### src/rtl/tmr_capcmp_pkg.sv
package tmr_capcmp_pkg;

    typedef enum logic [1:0] {
        FL_IDLE  = 2'd0,
        FL_SET   = 2'd1,
        FL_ARMED = 2'd2
    } flag_st_e;

    localparam logic [2:0] ADR_CTRL = 3'd0;
    localparam logic [2:0] ADR_STAT = 3'd1;
    localparam logic [2:0] ADR_CNT  = 3'd2;

endpackage

### src/rtl/tmr_flag_fsm.sv
module tmr_flag_fsm
    import tmr_capcmp_pkg::*;
(
    input  logic clk,
    input  logic rst_n,
    input  logic set_ev,
    input  logic st_rd,
    input  logic st_wr,
    input  logic wr_bit,
    output logic flag,
    output logic armed
);

    flag_st_e st_q;
    flag_st_e st_d;

    always_ff @(posedge clk or negedge rst_n) begin
        if (!rst_n) st_q <= FL_IDLE;
        else        st_q <= st_d;
    end

    always_comb begin
        st_d = st_q;
        unique case (st_q)
            FL_IDLE: begin
                if (set_ev) st_d = FL_SET;
            end
            FL_SET: begin
                if (st_wr)      st_d = FL_SET;
                else if (st_rd) st_d = FL_ARMED;
            end
            FL_ARMED: begin
                if (st_wr) begin
                    if (!wr_bit && !set_ev) st_d = FL_IDLE;
                    else                    st_d = FL_SET;
                end
            end
            default: st_d = FL_IDLE;
        endcase
    end

    always_comb begin
        flag  = (st_q != FL_IDLE);
        armed = (st_q == FL_ARMED);
    end

endmodule

### src/rtl/tmr_gr_unit.sv
module tmr_gr_unit #(
    parameter int CNT_W = 16
) (
    input  logic             clk,
    input  logic             rst_n,
    input  logic [CNT_W-1:0] cnt,
    input  logic             tick,
    input  logic             cap_mode,
    input  logic             cap_edge,
    input  logic             wr_en,
    input  logic [CNT_W-1:0] wdata,
    output logic [CNT_W-1:0] gr,
    output logic             set_ev,
    output logic             match_q
);

    logic cap_hit;
    logic cmp_hit;

    always_comb begin
        cap_hit = cap_mode & cap_edge;
        cmp_hit = !cap_mode && tick && (cnt == gr);
        set_ev  = cap_hit | cmp_hit;
    end

    always_ff @(posedge clk or negedge rst_n) begin
        if (!rst_n) begin
            gr      <= '0;
            match_q <= 1'b0;
        end else begin
            if (cap_hit)    gr <= cnt;
            else if (wr_en) gr <= wdata;
            match_q <= cmp_hit;
        end
    end

endmodule

### src/rtl/tmr_capcmp_status.sv
module tmr_capcmp_status
    import tmr_capcmp_pkg::*;
#(
    parameter int CNT_W  = 16,
    parameter int NUM_GR = 4
) (
    input  logic              clk,
    input  logic              rst_n,
    input  logic              bus_rd,
    input  logic              bus_wr,
    input  logic [2:0]        bus_addr,
    input  logic [CNT_W-1:0]  bus_wdata,
    output logic [CNT_W-1:0]  bus_rdata,
    input  logic [NUM_GR-1:0] cap_in,
    output logic [NUM_GR-1:0] cmp_match
);

    localparam int NUM_FLAG  = NUM_GR + 1;
    localparam int OVF_IDX   = NUM_GR;
    localparam int ST_LSB    = CNT_W - 1 - NUM_FLAG;
    localparam int IDX_DUTY  = NUM_GR - 2;
    localparam int IDX_CYCLE = NUM_GR - 1;
    localparam int CTRL_RUN  = NUM_GR;
    localparam int CTRL_PWM  = NUM_GR + 1;
    localparam logic [CNT_W-1:0] CNT_MAX = '1;

    logic [NUM_GR-1:0]             cap_mode_q;
    logic                          run_q;
    logic                          pwm_q;
    logic [NUM_GR-1:0]             cap_prev_q;
    logic [NUM_GR-1:0]             cap_edge;
    logic [CNT_W-1:0]              cnt_q;
    logic [NUM_GR-1:0][CNT_W-1:0]  gr_q;
    logic [NUM_GR-1:0]             gr_ev;
    logic [NUM_FLAG-1:0]           flag_set;
    logic [NUM_FLAG-1:0]           flag_q;
    logic [NUM_FLAG-1:0]           armed;
    logic                          wr_ctrl, wr_cnt, st_wr, st_rd;
    logic [NUM_GR-1:0]             wr_gr;
    logic [NUM_GR-1:0]             eff_cap;

    always_comb begin
        wr_ctrl  = bus_wr && (bus_addr == ADR_CTRL);
        wr_cnt   = bus_wr && (bus_addr == ADR_CNT);
        st_wr    = bus_wr && (bus_addr == ADR_STAT);
        st_rd    = bus_rd && (bus_addr == ADR_STAT);
        cap_edge = cap_in & ~cap_prev_q;
    end

    always_ff @(posedge clk or negedge rst_n) begin
        if (!rst_n) begin
            cap_mode_q <= '0;
            run_q      <= 1'b0;
            pwm_q      <= 1'b0;
            cap_prev_q <= '0;
        end else begin
            cap_prev_q <= cap_in;
            if (wr_ctrl) begin
                cap_mode_q <= bus_wdata[NUM_GR-1:0];
                run_q      <= bus_wdata[CTRL_RUN];
                pwm_q      <= bus_wdata[CTRL_PWM];
            end
        end
    end

    always_ff @(posedge clk or negedge rst_n) begin
        if (!rst_n)                                  cnt_q <= '0;
        else if (wr_cnt)                             cnt_q <= bus_wdata;
        else if (run_q && pwm_q && cnt_q == gr_q[IDX_CYCLE]) cnt_q <= '0;
        else if (run_q)                              cnt_q <= cnt_q + 1'b1;
    end

    for (genvar g = 0; g < NUM_GR; g++) begin : g_gr
        localparam bit PWM_FORCED = (g == IDX_DUTY) || (g == IDX_CYCLE);
        always_comb begin
            eff_cap[g] = cap_mode_q[g] && !(pwm_q && PWM_FORCED);
            wr_gr[g]   = bus_wr && (bus_addr == 3'(NUM_GR + g));
            if (g == IDX_DUTY) flag_set[g] = gr_ev[g] && !pwm_q;
            else               flag_set[g] = gr_ev[g];
        end
        tmr_gr_unit #(.CNT_W(CNT_W)) u_gr (
            .clk      (clk),
            .rst_n    (rst_n),
            .cnt      (cnt_q),
            .tick     (run_q),
            .cap_mode (eff_cap[g]),
            .cap_edge (cap_edge[g]),
            .wr_en    (wr_gr[g]),
            .wdata    (bus_wdata),
            .gr       (gr_q[g]),
            .set_ev   (gr_ev[g]),
            .match_q  (cmp_match[g])
        );
    end

    always_comb flag_set[OVF_IDX] = run_q && (cnt_q == CNT_MAX);

    for (genvar f = 0; f < NUM_FLAG; f++) begin : g_flag
        tmr_flag_fsm u_fsm (
            .clk    (clk),
            .rst_n  (rst_n),
            .set_ev (flag_set[f]),
            .st_rd  (st_rd),
            .st_wr  (st_wr),
            .wr_bit (bus_wdata[ST_LSB + f]),
            .flag   (flag_q[f]),
            .armed  (armed[f])
        );
    end

    always_comb begin
        bus_rdata = '0;
        if (bus_addr[2]) begin
            bus_rdata = gr_q[bus_addr[1:0]];
        end else begin
            unique case (bus_addr[1:0])
                2'd0:    bus_rdata = {{(CNT_W-NUM_GR-2){1'b0}}, pwm_q, run_q, cap_mode_q};
                2'd1:    bus_rdata = {1'b0, flag_q, {ST_LSB{1'b0}}};
                2'd2:    bus_rdata = cnt_q;
                default: bus_rdata = '0;
            endcase
        end
    end

endmodule

### config.mk
export PLATFORM = sky130hd
export DESIGN_NAME = tmr_capcmp_status
export DESIGN_NICKNAME = d
export VERILOG_FILES = /design/src/rtl/tmr_capcmp_pkg.sv /design/src/rtl/tmr_flag_fsm.sv /design/src/rtl/tmr_gr_unit.sv /design/src/rtl/tmr_capcmp_status.sv
export SDC_FILE = /design/constraint.sdc
export NUM_CORES = 1
export LEC_CHECK = 0
export ABC_AREA = 1
export BUFFER_PORTS_ARGS = -buffer_cell sky130_fd_sc_hd__buf_2
export CAP_MARGIN = 40
export CORE_MARGIN = 10
export CORE_UTILIZATION = 40
export DETAILED_ROUTE_END_ITERATION = 6
export HOLD_SLACK_MARGIN = 0.06
export PLACE_DENSITY = 0.56
export SYNTH_ARGS = -nofsm -noshare
export SYNTH_HDL_FRONTEND = slang
export SYNTH_SLANG_ARGS = --single-unit
### constraint.sdc
create_clock -name clk -period 3.26 [get_ports clk]
set_input_delay 0 -clock clk [delete_from_list [all_inputs] [get_ports clk]]
set_output_delay 0 -clock clk [all_outputs]
set_load 0.02 [all_outputs]
## Yosys cells after proc, flatten, opt, wreduce, memory -nomap -nowiden

Cells that the tools add are included.

| word-level totals | value |
|---|---|
| register bits | 104 |
| bits of input ports | 27 |
| output and inout port bits | 20 |
| word-level logic and storage cells | 169 |

| operators by class | value |
|---|---|
| $add $sub $neg | 1 |
| $lt $le $gt $ge | 1 |
| equality and inequality tests | 38 |
| multiplexer cells | 37 |
| bitwise gates (word level) | 10 |
| reductions and logical operators | 64 |

Operators with widths:

| operator | count |
|---|---|
| 2-to-1 mux 16 bit | 13 |
| == test 16 bit | 4 |
| case mux 16 bit (3 select lines) | 1 |
| binary-select mux 16 bit (select 2 bit) | 1 |
| case mux 2 bit (3 select lines) | 5 |
| logical AND 1 bit | 27 |
| 2-to-1 mux 2 bit | 12 |
| nonzero test 2 bit | 9 |
| adder 16 x 1 -> 16 bit (second input constant) | 1 |
| == test 16 bit (second input constant) | 1 |
| logical NOT 1 bit | 15 |
| AND reduction 3 bit | 5 |
| == test 2 x 1 -> 1 bit (second input constant) | 6 |
| == test 2 bit (second input constant) | 6 |
| == test 3 bit (second input constant) | 4 |
| logical NOT 2 bit | 6 |
| != test 2 x 1 -> 1 bit (second input constant) | 6 |
| != test 3 bit (second input constant) | 4 |
| != test 2 bit (second input constant) | 4 |
| 2-to-1 mux 1 bit | 5 |
| bitwise AND 1 bit | 4 |
| bitwise AND 4 bit | 1 |
| inverter 4 bit | 1 |
| bitwise OR 1 bit | 4 |
| other kinds (6) | 6 |

## Depth between registers and ports, before layout

Gate-level depths: netlist of the first run.

| logic depth | value |
|---|---|
| word-level depth | 12 |
| gate-level depth with buffers | 13 |
| mapped depth without buffers | 13 |

## Cells and area by module

Synthesis of the first run repeated with hierarchy kept, for this count alone.

| unflattened totals | value |
|---|---|
| cells, all modules | 1265 |
| area total of the unflattened synthesis | 8119.0 µm² |

By module, submodules not included:

| module | times used | cells an instance | area an instance (µm²) | seq. area each (µm²) |
|---|---|---|---|---|
| tmr_gr_unit | 4 | 172 | 1184.9 | 425.4 |
| tmr_capcmp_status | 1 | 432 | 2597.5 | 650.6 |
| tmr_flag_fsm | 5 | 29 | 156.4 | 50.0 |

## Worst setup path after synthesis of the first run

OpenSTA, ideal clock, no wires.

| path | value |
|---|---|
| path kind | register to register |
| start point | register cnt_q[13] |
| end point | register cnt_q[10] |
| setup time | 0.117 ns |
| data arrival time | 1.536 ns |
| data required time | 3.143 ns |
| path slack | 1.607 ns |
| cell stages (with the launch flop) | 13 |
| path buffers | 2 |
| clock period less this slack | 1.653 ns |
| path through | dfrtp_1 buf_2 clkinv_1 nand2_1 a21oi_1 nand2_1 nor2_1 nand4_2 buf_2 nand3b_1 nand2_1 nand2_1 nand2_1 |

| on the way | value |
|---|---|
| cells in the longest elaborated chain, start to end | 4 |
| elaborated cells between the ends (all ways) | 5 |
| those cells by class | eq/ne (1); mux (2); reduce/logical (2) |

RTL lines:

| element | line | text |
|---|---|---|
| from (decl) | tmr_capcmp_status.sv:32 | `logic [CNT_W-1:0] cnt_q;` |
| from (signal assigned) | tmr_capcmp_status.sv:68 | `else if (wr_cnt) cnt_q <= bus_wdata;` |
| from (signal assigned) | tmr_capcmp_status.sv:70 | `else if (run_q) cnt_q <= cnt_q + 1'b1;` |
| == test 16 bit * | tmr_capcmp_status.sv:69 | `else if (run_q && pwm_q && cnt_q == gr_q[IDX_CYCLE]) cnt_q <= '0;` |
| logical AND 1 bit * | tmr_capcmp_status.sv:69 |  |
| 2-to-1 mux 16 bit | tmr_capcmp_status.sv:69 |  |
| 2-to-1 mux 16 bit | tmr_capcmp_status.sv:68 |  |

Mark *: on every way between the ends. The rest lies on a longest branch, timed or not.
A chain may end at the register's enable or synchronous reset.

## Worst setup path in the final report of the first run

| path | value |
|---|---|
| start point | register cnt_q[2] |
| end point | register cnt_q[5] |

| on the way | value |
|---|---|
| cells in the longest elaborated chain, start to end | 4 |
| elaborated cells between the ends (all ways) | 7 |
| those cells by class | add/sub (1); eq/ne (1); mux (3); reduce/logical (2) |

RTL lines:

| element | line |
|---|---|
| adder 16 x 1 -> 16 bit / == test 16 bit (equally long branches) | tmr_capcmp_status.sv:70, tmr_capcmp_status.sv:69 |
| 2-to-1 mux 16 bit / logical AND 1 bit (equally long branches) | tmr_capcmp_status.sv:70, tmr_capcmp_status.sv:69 |
| 2-to-1 mux 16 bit | tmr_capcmp_status.sv:69 |
| 2-to-1 mux 16 bit | tmr_capcmp_status.sv:68 |

Several ways; a longest one is shown, not always the timed one. The select of a mux whose other input is x is not followed.

==> out/qor.txt, run 1 <==
Status -> complete, no violations
First DRT Iteration DRCs -> 934
Final Wtd Congestion -> 1.022
Detailed placement HPWL -> 22,340 um
Tcrit/Tclk final -> 0.7759
Net Sw Frac -> 0.4837
Num ports -> 47
Final hold violations -> 0
DR pass1 iterations -> 7
Max Slew Vio Count -> 0
Total GRT Usage -> 0.2525
Worst-margin pin slew -> 0.8416 ns
DR WL/cell -> 23.83 um
Nets -> 1,079
RSZ-0062 raised after global routing -> false
Fmax -> 395.3 MHz
WS Path Type -> flip-flop to flip-flop
Syn Nets -> 1,034
CP max stage cell -> dfrtp_1
Syn Area/Cell -> 7.023 um^2
Top_reg_cell synth -> dfrtp_1
Area delta synth->final -> 13.44%
# port buffers -> 46
Most common cell after layout, fill and taps aside -> nand2_1
Die Y -> 152.9 um
Reg power frac -> 0.340
Fill cell instance count of the final layout -> 1,818
Post-CTS Setup Repair Bufs -> 0
Post-route ant nets -> 0
Crit path top cell by count -> nand2_1
Asr flop ratio synth -> 1.000
Root Buffer -> clkbuf_16
CP endpoint kind -> flip-flop
Core box area -> 0.01730 mm^2
Cell Pwr Density -> 831.4 mW/mm^2
Clock Latency Late Sink -> 0.36 ns
P_int -> 3.441 mW
Comb pwr share -> 0.474
Synth warn -> 0
Max Cap Violations -> 0
Tmin final -> 2.530 ns
DR DRC count -> 0
Vias -> 7,720
Final setup TNS -> 0 ns
CP max stage delay -> 0.66 ns
First-pass GRT wire length -> 45,760 um
Worst EP required -> 3.51 ns
Post-synth EDFFs -> 0
Synth Cell Area -> 0.007066 mm^2
Psw -> 3.223 mW
Largest net degree at the start of global routing -> 51
Cells after synthesis -> 1,006
Max_slew headroom -> 0.4376
CTS Buf Count -> 9
#FFs+latches synth -> 104
Cell breakdown of the critical path -> inv_1 > nand2_1 > nand2_1 > nor2_1 > nand2_1 > nor2_1 > nand4_2 > nand3b_1 > nand2_1 > nand2_1 > nand2_1
Clock network power share -> 0.186
Layout cells sized above 1 -> 0.1032
Placed inst area -> 0.007480 mm^2
Clock slew at reported path FFs -> 0.08 ns
CP Launch Type -> flip-flop
CTS Buffer Depth -> 2
Post-CTS sizing -> 0
Power consumption -> 6.664 mW
CTS tree -> yes
Starting density of the core -> 0.4085
Ratio of routed vias to standard cells -> 6.022
Clk sinks -> 104
Synth cell types -> 42
Most frequent cells in the layout -> nand2_1 (230), inv_1 (127), o21ai_0 (122)
Initial antenna violation count -> 1
Final count of negative-setup-slack endpoints -> 0
Worst Hold Class -> input pin to flip-flop
CP arrival -> 2.78 ns
Worst VDD drop -> 0.0003709 V
GRT Residual Overflow -> 0
WL final -> 30,550 um
Leak pwr -> 3.850 nW
Area of the die -> 0.02338 mm^2
H-Tree Depth -> 3
Seq/Total Area, Yosys -> 0.3683
Vias in the first global route -> 7,201
Die Wd -> 152.9 um
Hold Slack -> 0.1149 ns
Max FO, Critical Path -> 16
Clock skew -> 0.007222 ns
# rows -> 48
Final Cell Area -> 0.008015 mm^2
## cell families (layout without fill, tap and decap cells)
family          count (synthesis)  after routing  synth area share
flops                         104            104            0.3683
other cells                     0              1                 0
simple gates                  449            449            0.2812
xor+xnor                       28             28           0.03471
compound gates                226            226            0.1957
fa+ha+maj                       1              1          0.001771
buf+inv                       198            248            0.1183
## critical path, delay by kind of cell, from the launching register on
family | cells | cell delay (ns)
AND/OR/NAND/NOR | 10 | 1.47
flip-flops | 1 | 0.66
buffers and inverters | 1 | 0.29
## per-layer routing
layer	routed length, um	GRT usage	vias to the layer above	part of all wire
met4	1491	0.1199	0	0.049
met5	0	0	-	0
met3	3548	0.06622	86	0.12
li1	-	-	3467	-
met2	13000	0.3725	481	0.43
met1	12510	0.3360	3686	0.41
## final timing paths
path / start / to / slack (ns) / depth (start not counted)
setup / recovery: cnt_q[2] / cnt_q[5] / 0.73 / 11
hold / removal: bus_rd / g_flag[1].u_fsm.st_q[0] / 0.11 / 4
setup reg to reg: cnt_q[2] / cnt_q[5] / 0.73 / 11
hold reg to reg: cap_mode_q[1] / cap_mode_q[1] / 0.50 / 2
max in group asynchronous: rst_n / cnt_q[1] / 2.07 / 3
min in group asynchronous: rst_n / g_gr[1].u_gr.gr[15] / 0.23 / 2
## state kept, by name (all words and copies together) (netlist names)
register           count
cap_mode_q             4
cap_prev_q             4
cnt_q                 16
g_flag.u_fsm.st_q     10
g_gr.u_gr.gr          64
g_gr.u_gr.match_q      4
pwm_q                  1
run_q                  1
## synth_stat cells, drive strengths merged, types with 5 or more instances
library cell | count | area share
a31oi | 7 | 0.0062
buf | 33 | 0.030
clkbuf | 23 | 0.012
dfrtp | 104 | 0.37
inv | 140 | 0.075
nand2 | 233 | 0.12
nand3 | 74 | 0.052
nand3b | 13 | 0.014
nand4 | 18 | 0.017
nor2 | 85 | 0.050
nor3 | 13 | 0.011
nor4 | 5 | 0.0044
o21ai | 127 | 0.090
o221ai | 45 | 0.056
o22ai | 31 | 0.027
xnor2 | 6 | 0.0074
xor2 | 22 | 0.027
## what timing repair did
item	in CTS	in global routing
endpoints found under the setup margin	0	0
hold buffers	21	0
endpoints found under the hold margin	104	0
## power groups by stage
stage | Sequential (mW) | Combinational [mW] | Clock (mW)
after global placement | 2.26 | 3.05 | 0
after CTS | 2.24 | 3.08 | 1.25
after detailed placement | 2.26 | 3.04 | 0
final | 2.26 | 3.16 | 1.24
after floorplan | 1.93 | 2.26 | 0
after global routing | 2.30 | 3.46 | 1.29
## through the flow
step / std cells / util / setup slack, ns
6_report: 1282 / 0.4634 / 0.7305
2_1_floorplan: 1006 / - / 1.607
5_1_grt: 1281 / 0.4633 / 0.6030
4_1_cts: 1281 / 0.4633 / 0.8867
3_3_place_gp: 1242 / 0.4300 / 0.8893
3_5_place_dp: 1244 / 0.4324 / 0.9169
## cell type report
cell class | count | area, um^2 | share of cell area
Multi-Input combinational cell | 704 | 3627 | 0.4525
Sequential cell | 104 | 2603 | 0.3247
Tap cell | 225 | 281.5 | 0.03512
Inverter | 142 | 535.5 | 0.06681
Timing Repair Buffer | 90 | 643.1 | 0.08024
Clock buffer | 11 | 242.7 | 0.03028
Clock inverter | 5 | 80.08 | 0.009991
Antenna cell | 1 | 2.502 | 0.0003122
No activity file was read; power rests on OpenSTA's default activity.
==> run 2, diff against run 1 <==
--- a/config.mk
+++ b/config.mk
@@ -12,7 +12,7 @@
 export CORE_UTILIZATION = 40
 export DETAILED_ROUTE_END_ITERATION = 6
 export HOLD_SLACK_MARGIN = 0.06
-export PLACE_DENSITY = 0.56
+export PLACE_DENSITY = 0.58
 export SYNTH_ARGS = -nofsm -noshare
 export SYNTH_HDL_FRONTEND = slang
 export SYNTH_SLANG_ARGS = --single-unit
==> constraint.sdc (replaced) <==
create_clock -name clk -period 2.3 [get_ports clk]
set_input_delay 0 -clock clk [delete_from_list [all_inputs] [get_ports clk]]
set_output_delay 0 -clock clk [all_outputs]
set_load 0.02 [all_outputs]
==> run 2 against run 1 <==
Against the previous run:
- sequential share of layout area down 0.60 points
- largest power group unchanged
- first-iteration DRC count up 23%
- clock skew up 0.0041 ns
- power up 40%
- critical path type unchanged
- non-clock buffer count up 25
- clock-buffer cell count unchanged
- clock power up 27%
==> out/qor.txt, run 2 (synthesized netlist as in run 1, its figures left out) <==
Ratio of routed vias to standard cells -> 5.922 (-1.7%)
GRT Residual Overflow -> 0 (unchanged)
Area delta synth->final -> 15.67%
Worst Hold Class -> input pin to flip-flop
Worst EP required -> 2.58 ns (-0.93 ns)
# port buffers -> 46 (unchanged)
Clock skew -> 0.01136 ns (+0.004136 ns)
Tmin final -> 2.064 ns (-0.4657 ns)
Max_slew headroom -> 0.4540 (+0.01639)
Biggest register -> g_gr.u_gr.gr
Core box area -> 0.01730 mm^2 (unchanged)
Cell Pwr Density -> 1145 mW/mm^2 (+38%)
CTS Buf Count -> 9 (unchanged)
Clk sinks -> 104 (unchanged)
Largest registers -> g_gr.u_gr.gr x64, cnt_q x16, g_flag.u_fsm.st_q x10
Num ports -> 47 (unchanged)
Most frequent cells in the layout -> nand2_1 (230), inv_1 (127), o21ai_0 (122)
Max Slew Vio Count -> 0 (unchanged)
Clock slew at reported path FFs -> 0.07 ns (about the same)
# rows -> 48 (unchanged)
CP endpoint kind -> flip-flop
Leak pwr -> 3.954 nW (+2.7%)
RSZ-0062 raised after global routing -> false
H-Tree Depth -> 3 (unchanged)
Number of flip-flops in the largest register -> 64 (unchanged)
Layout cells sized above 1 -> 0.1259 (+0.02271)
Most common cell after layout, fill and taps aside -> nand2_1
First DRT Iteration DRCs -> 1,146 (+23%)
Worst VDD drop -> 0.0005531 V (+49%)
CP Launch Type -> flip-flop
DR DRC count -> 0 (unchanged)
Clock Latency Late Sink -> 0.37 ns (about the same)
WS Path Type -> flip-flop to flip-flop
Post-route ant nets -> 0 (unchanged)
WL final -> 31,190 um (+2.1%)
Placed inst area -> 0.007677 mm^2 (+2.6%)
DR WL/cell -> 23.90 um (+0.31%)
Fmax -> 484.5 MHz (+23%)
Worst-margin pin slew -> 0.8181 ns (-0.02345 ns)
Initial antenna violation count -> 0 (-1)
Die Wd -> 152.9 um (unchanged)
Total GRT Usage -> 0.2574 (+0.004887)
Detailed placement HPWL -> 23,790 um (+6.5%)
Final Wtd Congestion -> 1.006 (-1.5%)
Final core occ -> 0.4725 (+0.009115)
CTS Buffer Depth -> 2 (unchanged)
Tcrit/Tclk final -> 0.8973 (+0.1214)
Root Buffer -> clkbuf_16
Number of diodes -> 0 (-1)
Max FO, Critical Path -> 7 (-9)
Post-CTS Setup Repair Bufs -> 0 (unchanged)
Nets -> 1,104 (+2.3%)
Die Y -> 152.9 um (unchanged)
Final hold violations -> 0 (unchanged)
Area of the die -> 0.02338 mm^2 (unchanged)
Final Cell Area -> 0.008173 mm^2 (+2.0%)
Status -> complete, no violations
DR pass1 iterations -> 6 (-1)
Vias -> 7,728 (+0.10%)
Vias in the first global route -> 7,221 (+0.28%)
First-pass GRT wire length -> 46,500 um (+1.6%)
Largest net degree at the start of global routing -> 36 (-29%)
Final count of negative-setup-slack endpoints -> 0 (unchanged)
Power consumption -> 9.358 mW (+40%)
Final setup TNS -> 0 ns (unchanged)
CTS tree -> yes
Starting density of the core -> 0.4085 (unchanged)
Max Cap Violations -> 0 (unchanged)
CP arrival -> 2.35 ns (-0.43 ns)
[run 2: cell types whose count changed in the layout (fill, tap and decap cells not counted), moves of 2 or more]
cell       change
bufinv_16      -2
dfrtp_1        -2
buf_4         +24
dfrtp_2        +2
clkinv_4       +2
buf_12         +3
[run 2: critical path, cell delays in order, from the launching register on]
cell and delay, ns:
dfrtp_1 0.51, ha_1 0.24, nand3_1 0.16, nor3_2 0.28, nand3_1 0.21, nor2_1 0.17, xor2_1 0.17, nand3_1 0.09
a22oi_1 0.15
[run 2: what timing repair did]
action                                  in CTS  in global routing
gates resized for setup                      0                  2
endpoints found under the setup margin       0                  4
endpoints found under the hold margin      120                  0
hold buffers                                21                  0
[run 2: per-layer routing]
layer	routed length [um]	GRT usage	part of all wire
met1	13420	0.3545	0.43
met2	13250	0.3752	0.42
met3	3268	0.06818	0.10
met4	1257	0.09855	0.040
met5	0	0	0
[run 2: path summary, 6_finish.rpt]
check / start / endpoint / slack, ns / cells after the start
min reg2reg: cap_mode_q[1] / cap_mode_q[1] / 0.50 / 2
max: cnt_q[1] / cnt_q[14] / 0.24 / 8
max reg2reg: cnt_q[1] / cnt_q[14] / 0.24 / 8
min: bus_rd / g_flag[3].u_fsm.st_q[0] / 0.14 / 4
min in group asynchronous: rst_n / g_gr[1].u_gr.gr[13] / 0.16 / 2
max in group asynchronous: rst_n / cap_mode_q[3] / 1.44 / 3
[run 2: area by class of cell]
class / instances / area, um^2
fillers: 1813 / 9124
well taps: 225 / 281.5
multi-input cells: 704 / 3627
flip-flops and latches: 104 / 2605
clock buffers: 11 / 252.7
inverters: 142 / 535.5
repair buffers: 115 / 840.8
clock inverters: 4 / 30.03
[run 2: through the flow]
stage / hold WS (ns) / instances / worst slack, ns
floorplan: -0.2956 / 1006 / 0.6470
global placement: 0.03185 / 1269 / 0.2103
detailed placement: 0.02503 / 1269 / 0.1973
CTS: 0.1451 / 1305 / 0.1834
global route: 0.1863 / 1305 / 0.03721
finish: 0.1379 / 1305 / 0.2362
[run 2: report_power, final]
| group | internal, mW | switching, mW |
|---|---|---|
| Sequential | 2.44 | 0.680 |
| Combinational | 1.55 | 3.11 |
| Clock | 0.792 | 0.776 |
==> run 3, diff against run 2 <==
--- a/config.mk
+++ b/config.mk
@@ -5,7 +5,6 @@
 export SDC_FILE = /design/constraint.sdc
 export NUM_CORES = 1
 export LEC_CHECK = 0
-export ABC_AREA = 1
 export BUFFER_PORTS_ARGS = -buffer_cell sky130_fd_sc_hd__buf_2
 export CAP_MARGIN = 40
 export CORE_MARGIN = 10
@@ -13,6 +12,7 @@
 export DETAILED_ROUTE_END_ITERATION = 6
 export HOLD_SLACK_MARGIN = 0.06
 export PLACE_DENSITY = 0.58
+export SKIP_CTS_REPAIR_TIMING = 1
 export SYNTH_ARGS = -nofsm -noshare
 export SYNTH_HDL_FRONTEND = slang
 export SYNTH_SLANG_ARGS = --single-unit
==> run 3 against run 2 <==
Against the previous run:
- register-to-register slack got worse by 0.13 ns
- routed wire length fell by 37%
- cell area fell by 7.5%
- highest routed layer unchanged
==> out/qor.txt, run 3 <==
Status -> complete, no violations
Worst Hold Class -> input pin to flip-flop
CP Launch Type -> flip-flop
Number of diodes -> 0 (unchanged)
CP max stage delay -> 0.57 ns (+0.06 ns)
Tmin final -> 2.190 ns (+0.1260 ns)
Tcrit/Tclk final -> 0.9521 (+0.05478)
Starting density of the core -> 0.4093 (+0.0008491)
Clock Latency Late Sink -> 0.36 ns (about the same)
Max Slew Vio Count -> 0 (unchanged)
Num ports -> 47 (unchanged)
Clock network power share -> 0.207 (+0.039)
Area of the die -> 0.02176 mm^2 (-6.9%)
Top_reg_cell synth -> dfrtp_1
Synth cell types -> 46 (+9.5%)
Fill cell instance count of the final layout -> 1,521 (-16%)
Clock slew at reported path FFs -> 0.07 ns (about the same)
DR WL/cell -> 20.73 um (-13%)
Biggest register -> g_gr.u_gr.gr
Hold Path Depth -> 5 (+1)
Post-synth EDFFs -> 0 (unchanged)
Synth Cell Area -> 0.006502 mm^2 (-8.0%)
Fmax -> 456.7 MHz (-5.8%)
RSZ-0062 raised after global routing -> false
Max_slew headroom -> 0.5162 (+0.06226)
Min-Delay Startpoint -> bus_wr
Psw -> 3.201 mW (-30%)
Cell Pwr Density -> 1078 mW/mm^2 (-5.9%)
Total GRT Usage -> 0.1815 (-0.07589)
DR pass1 iterations -> 5 (-1)
Worst Hold Path EP -> cnt_q[5]
Post-route ant nets -> 0 (unchanged)
CTS Buf Count -> 9 (unchanged)
Initial antenna violation count -> 0 (unchanged)
Root Buffer -> clkbuf_16
Max FO, Critical Path -> 13 (+6)
CP max stage cell -> dfrtp_1
Largest net degree at the start of global routing -> 53 (+47%)
Hold Slack -> 0.1874 ns (+0.04952 ns)
Top-count cell post-synth -> dfrtp_1
Most frequent cells in the layout -> dfrtp_1 (104), nand2_1 (77), mux2i_1 (75)
Reg power frac -> 0.410 (+0.076)
Layout cells sized above 1 -> 0.1793 (+0.05342)
Cell breakdown of the critical path -> xnor2_1 > nand3_1 > or2_2 > nor4_2 > buf_4 > o211a_1
Synth warn -> 0 (unchanged)
R2R Path End -> g_flag[3].u_fsm.st_q[0]
Ratio of routed vias to standard cells -> 5.613 (-5.2%)
P_int -> 4.944 mW (+3.2%)
#FFs+latches synth -> 104 (unchanged)
First DRT Iteration DRCs -> 623 (-46%)
Cells after synthesis -> 670 (-33%)
R2r setup slk -> 0.11 ns (-0.13 ns)
Asr flop ratio synth -> 1.000 (unchanged)
Largest registers -> g_gr.u_gr.gr x64, cnt_q x16, g_flag.u_fsm.st_q x10
FF-to-FF path depth -> 6 (-2)
Top post-synthesis cells by area -> dfrtp_1 (40%), mux2i_1 (12%), mux4_2 (5.5%)
Worst EP required -> 2.61 ns (+0.03 ns)
Final Wtd Congestion -> 0.9447 (-6.1%)
# port buffers -> 46 (unchanged)
Comb pwr share -> 0.382 (-0.117)
Critical R2R Launch -> cnt_q[6]
Die Wd -> 147.5 um (-3.5%)
Max Cap Violations -> 0 (unchanged)
Place WS -> 0.009586 ns (-0.1877 ns)
Synth top area share -> 0.4002 (+0.03189)
Area delta synth->final -> 16.24%
CTS tree -> yes
CP arrival -> 2.50 ns (+0.15 ns)
WS Path Type -> flip-flop to flip-flop
Synth area leader -> dfrtp_1
Worst-margin pin slew -> 0.7256 ns (-0.09249 ns)
CP delay by family, top -> simple AND/OR/NAND/NOR gates
H-Tree Depth -> 3 (unchanged)
First-pass GRT wire length -> 31,040 um (-33%)
CTS Buffer Depth -> 2 (unchanged)
Leak pwr -> 3.256 nW (-18%)
Seq/Total Area, Yosys -> 0.4002 (+0.03189)
WL final -> 19,740 um (-37%)
Syn Area/Cell -> 9.705 um^2 (+38%)
Syn Nets -> 698 (-32%)
Final count of negative-setup-slack endpoints -> 0 (unchanged)
Synth cell count leaders -> dfrtp_1 (104), nand2_1 (77), mux2i_1 (75)
Final hold violations -> 0 (unchanged)
Nets -> 759 (-31%)
Clock skew -> 0.009053 ns (-0.002305 ns)
Number of flip-flops in the largest register -> 64 (unchanged)
CP endpoint kind -> flip-flop
WP buf/inv -> 1 (+1)
DR DRC count -> 0 (unchanged)
Detailed placement HPWL -> 14,350 um (-40%)
Worst VDD drop -> 0.0004380 V (-21%)
Most common cell after layout, fill and taps aside -> dfrtp_1
Final worst slack -> 0.1102 ns (-0.1260 ns)
Vias -> 5,344 (-31%)
Net Sw Frac -> 0.3930 (-0.09513)
GRT Residual Overflow -> 0 (unchanged)
Die Y -> 147.5 um (-3.5%)
Vias in the first global route -> 5,236 (-27%)
Core box area -> 0.01589 mm^2 (-8.2%)
# rows -> 46 (-4.2%)
Clk sinks -> 104 (unchanged)
run 3: cell count changes after synthesis, sizes merged, moves of 16 or more:
cell / previous run / this run
mux2i: 0 / 75
o22ai: 31 / 0
o21ai: 127 / 50
inv: 140 / 9
nor2: 85 / 58
a21oi: 3 / 41
xnor2: 6 / 40
nand3: 74 / 9
nand2: 233 / 77
o221ai: 45 / 0
xor2: 22 / 38
mux4: 0 / 16
run 3: kinds of logic after synthesis:
| family | count (synthesis) | synth area share |
|---|---|---|
| buffers and inverters | 68 | 0.05965 |
| xor gates and xnor gates | 78 | 0.1051 |
| AOI/OAI and AO/OA | 125 | 0.1114 |
| and+or+nand+nor | 199 | 0.1439 |
| adders and majority gates | 1 | 0.001924 |
| DFF | 104 | 0.4002 |
| muxes | 95 | 0.1778 |
run 3: power groups by stage:
stage               clock (mW)  sequential, mW  combinational, mW
floorplan                    0            2.99               2.43
global placement             0            3.33               3.05
detailed placement           0            3.36               3.07
CTS                       1.73            3.33               3.09
global route              1.80            3.44               3.41
finish                    1.69            3.34               3.11
run 3: worst reg2reg max path, stage by stage, from the launching register on:
cell and delay [ns]:
dfrtp_1 0.57, xnor2_1 0.31, nand3_1 0.17, or2_2 0.34, nor4_2 0.42, buf_4 0.20, o211a_1 0.14
run 3: worst max path at each step:
stage	startpoint	end	slack (ns)	cells past startpoint
4_1_cts	cnt_q[6]	g_flag[3].u_fsm.st_q[0]	-0.01	6
2_1_floorplan	cnt_q[8]	cnt_q[1]	0.53	7
3_5_place_dp	cnt_q[6]	g_flag[3].u_fsm.st_q[0]	0.01	6
5_1_grt	cnt_q[1]	cnt_q[10]	0.04	6
3_3_place_gp	cnt_q[6]	g_flag[3].u_fsm.st_q[0]	-0.01	6
6_report	cnt_q[6]	g_flag[3].u_fsm.st_q[0]	0.11	6
run 3: metrics by stage:
| step | instance area [um^2] | cells | power (mW) | setup TNS, ns | util |
|---|---|---|---|---|---|
| after floorplan | 6502 | 670 | 5.418 | 0 | - |
| after global placement | 7020 | 915 | 6.376 | -0.01426 | 0.4420 |
| after detailed placement | 7020 | 915 | 6.431 | 0 | 0.4420 |
| after CTS | 7336 | 931 | 8.143 | -0.01387 | 0.4618 |
| after global routing | 7559 | 952 | 8.654 | 0 | 0.4758 |
| final | 7559 | 952 | 8.145 | 0 | 0.4758 |
run 3: layout make-up:
cell class / count / area, um^2 / area share
Sequential cell: 104 / 2603 / 0.3443
Multi-Input combinational cell: 498 / 3541 / 0.4685
Inverter: 9 / 33.78 / 0.004469
Tap cell: 216 / 270.3 / 0.03576
Timing Repair Buffer: 109 / 795.8 / 0.1053
Clock inverter: 3 / 65.06 / 0.008608
Clock buffer: 13 / 250.2 / 0.03311
run 3: routing by layer:
metal | routed length [um] | track usage
met5 | 0 | 0
met4 | 394 | 0.05649
met3 | 1079 | 0.03449
met2 | 9371 | 0.2901
met1 | 8893 | 0.2430
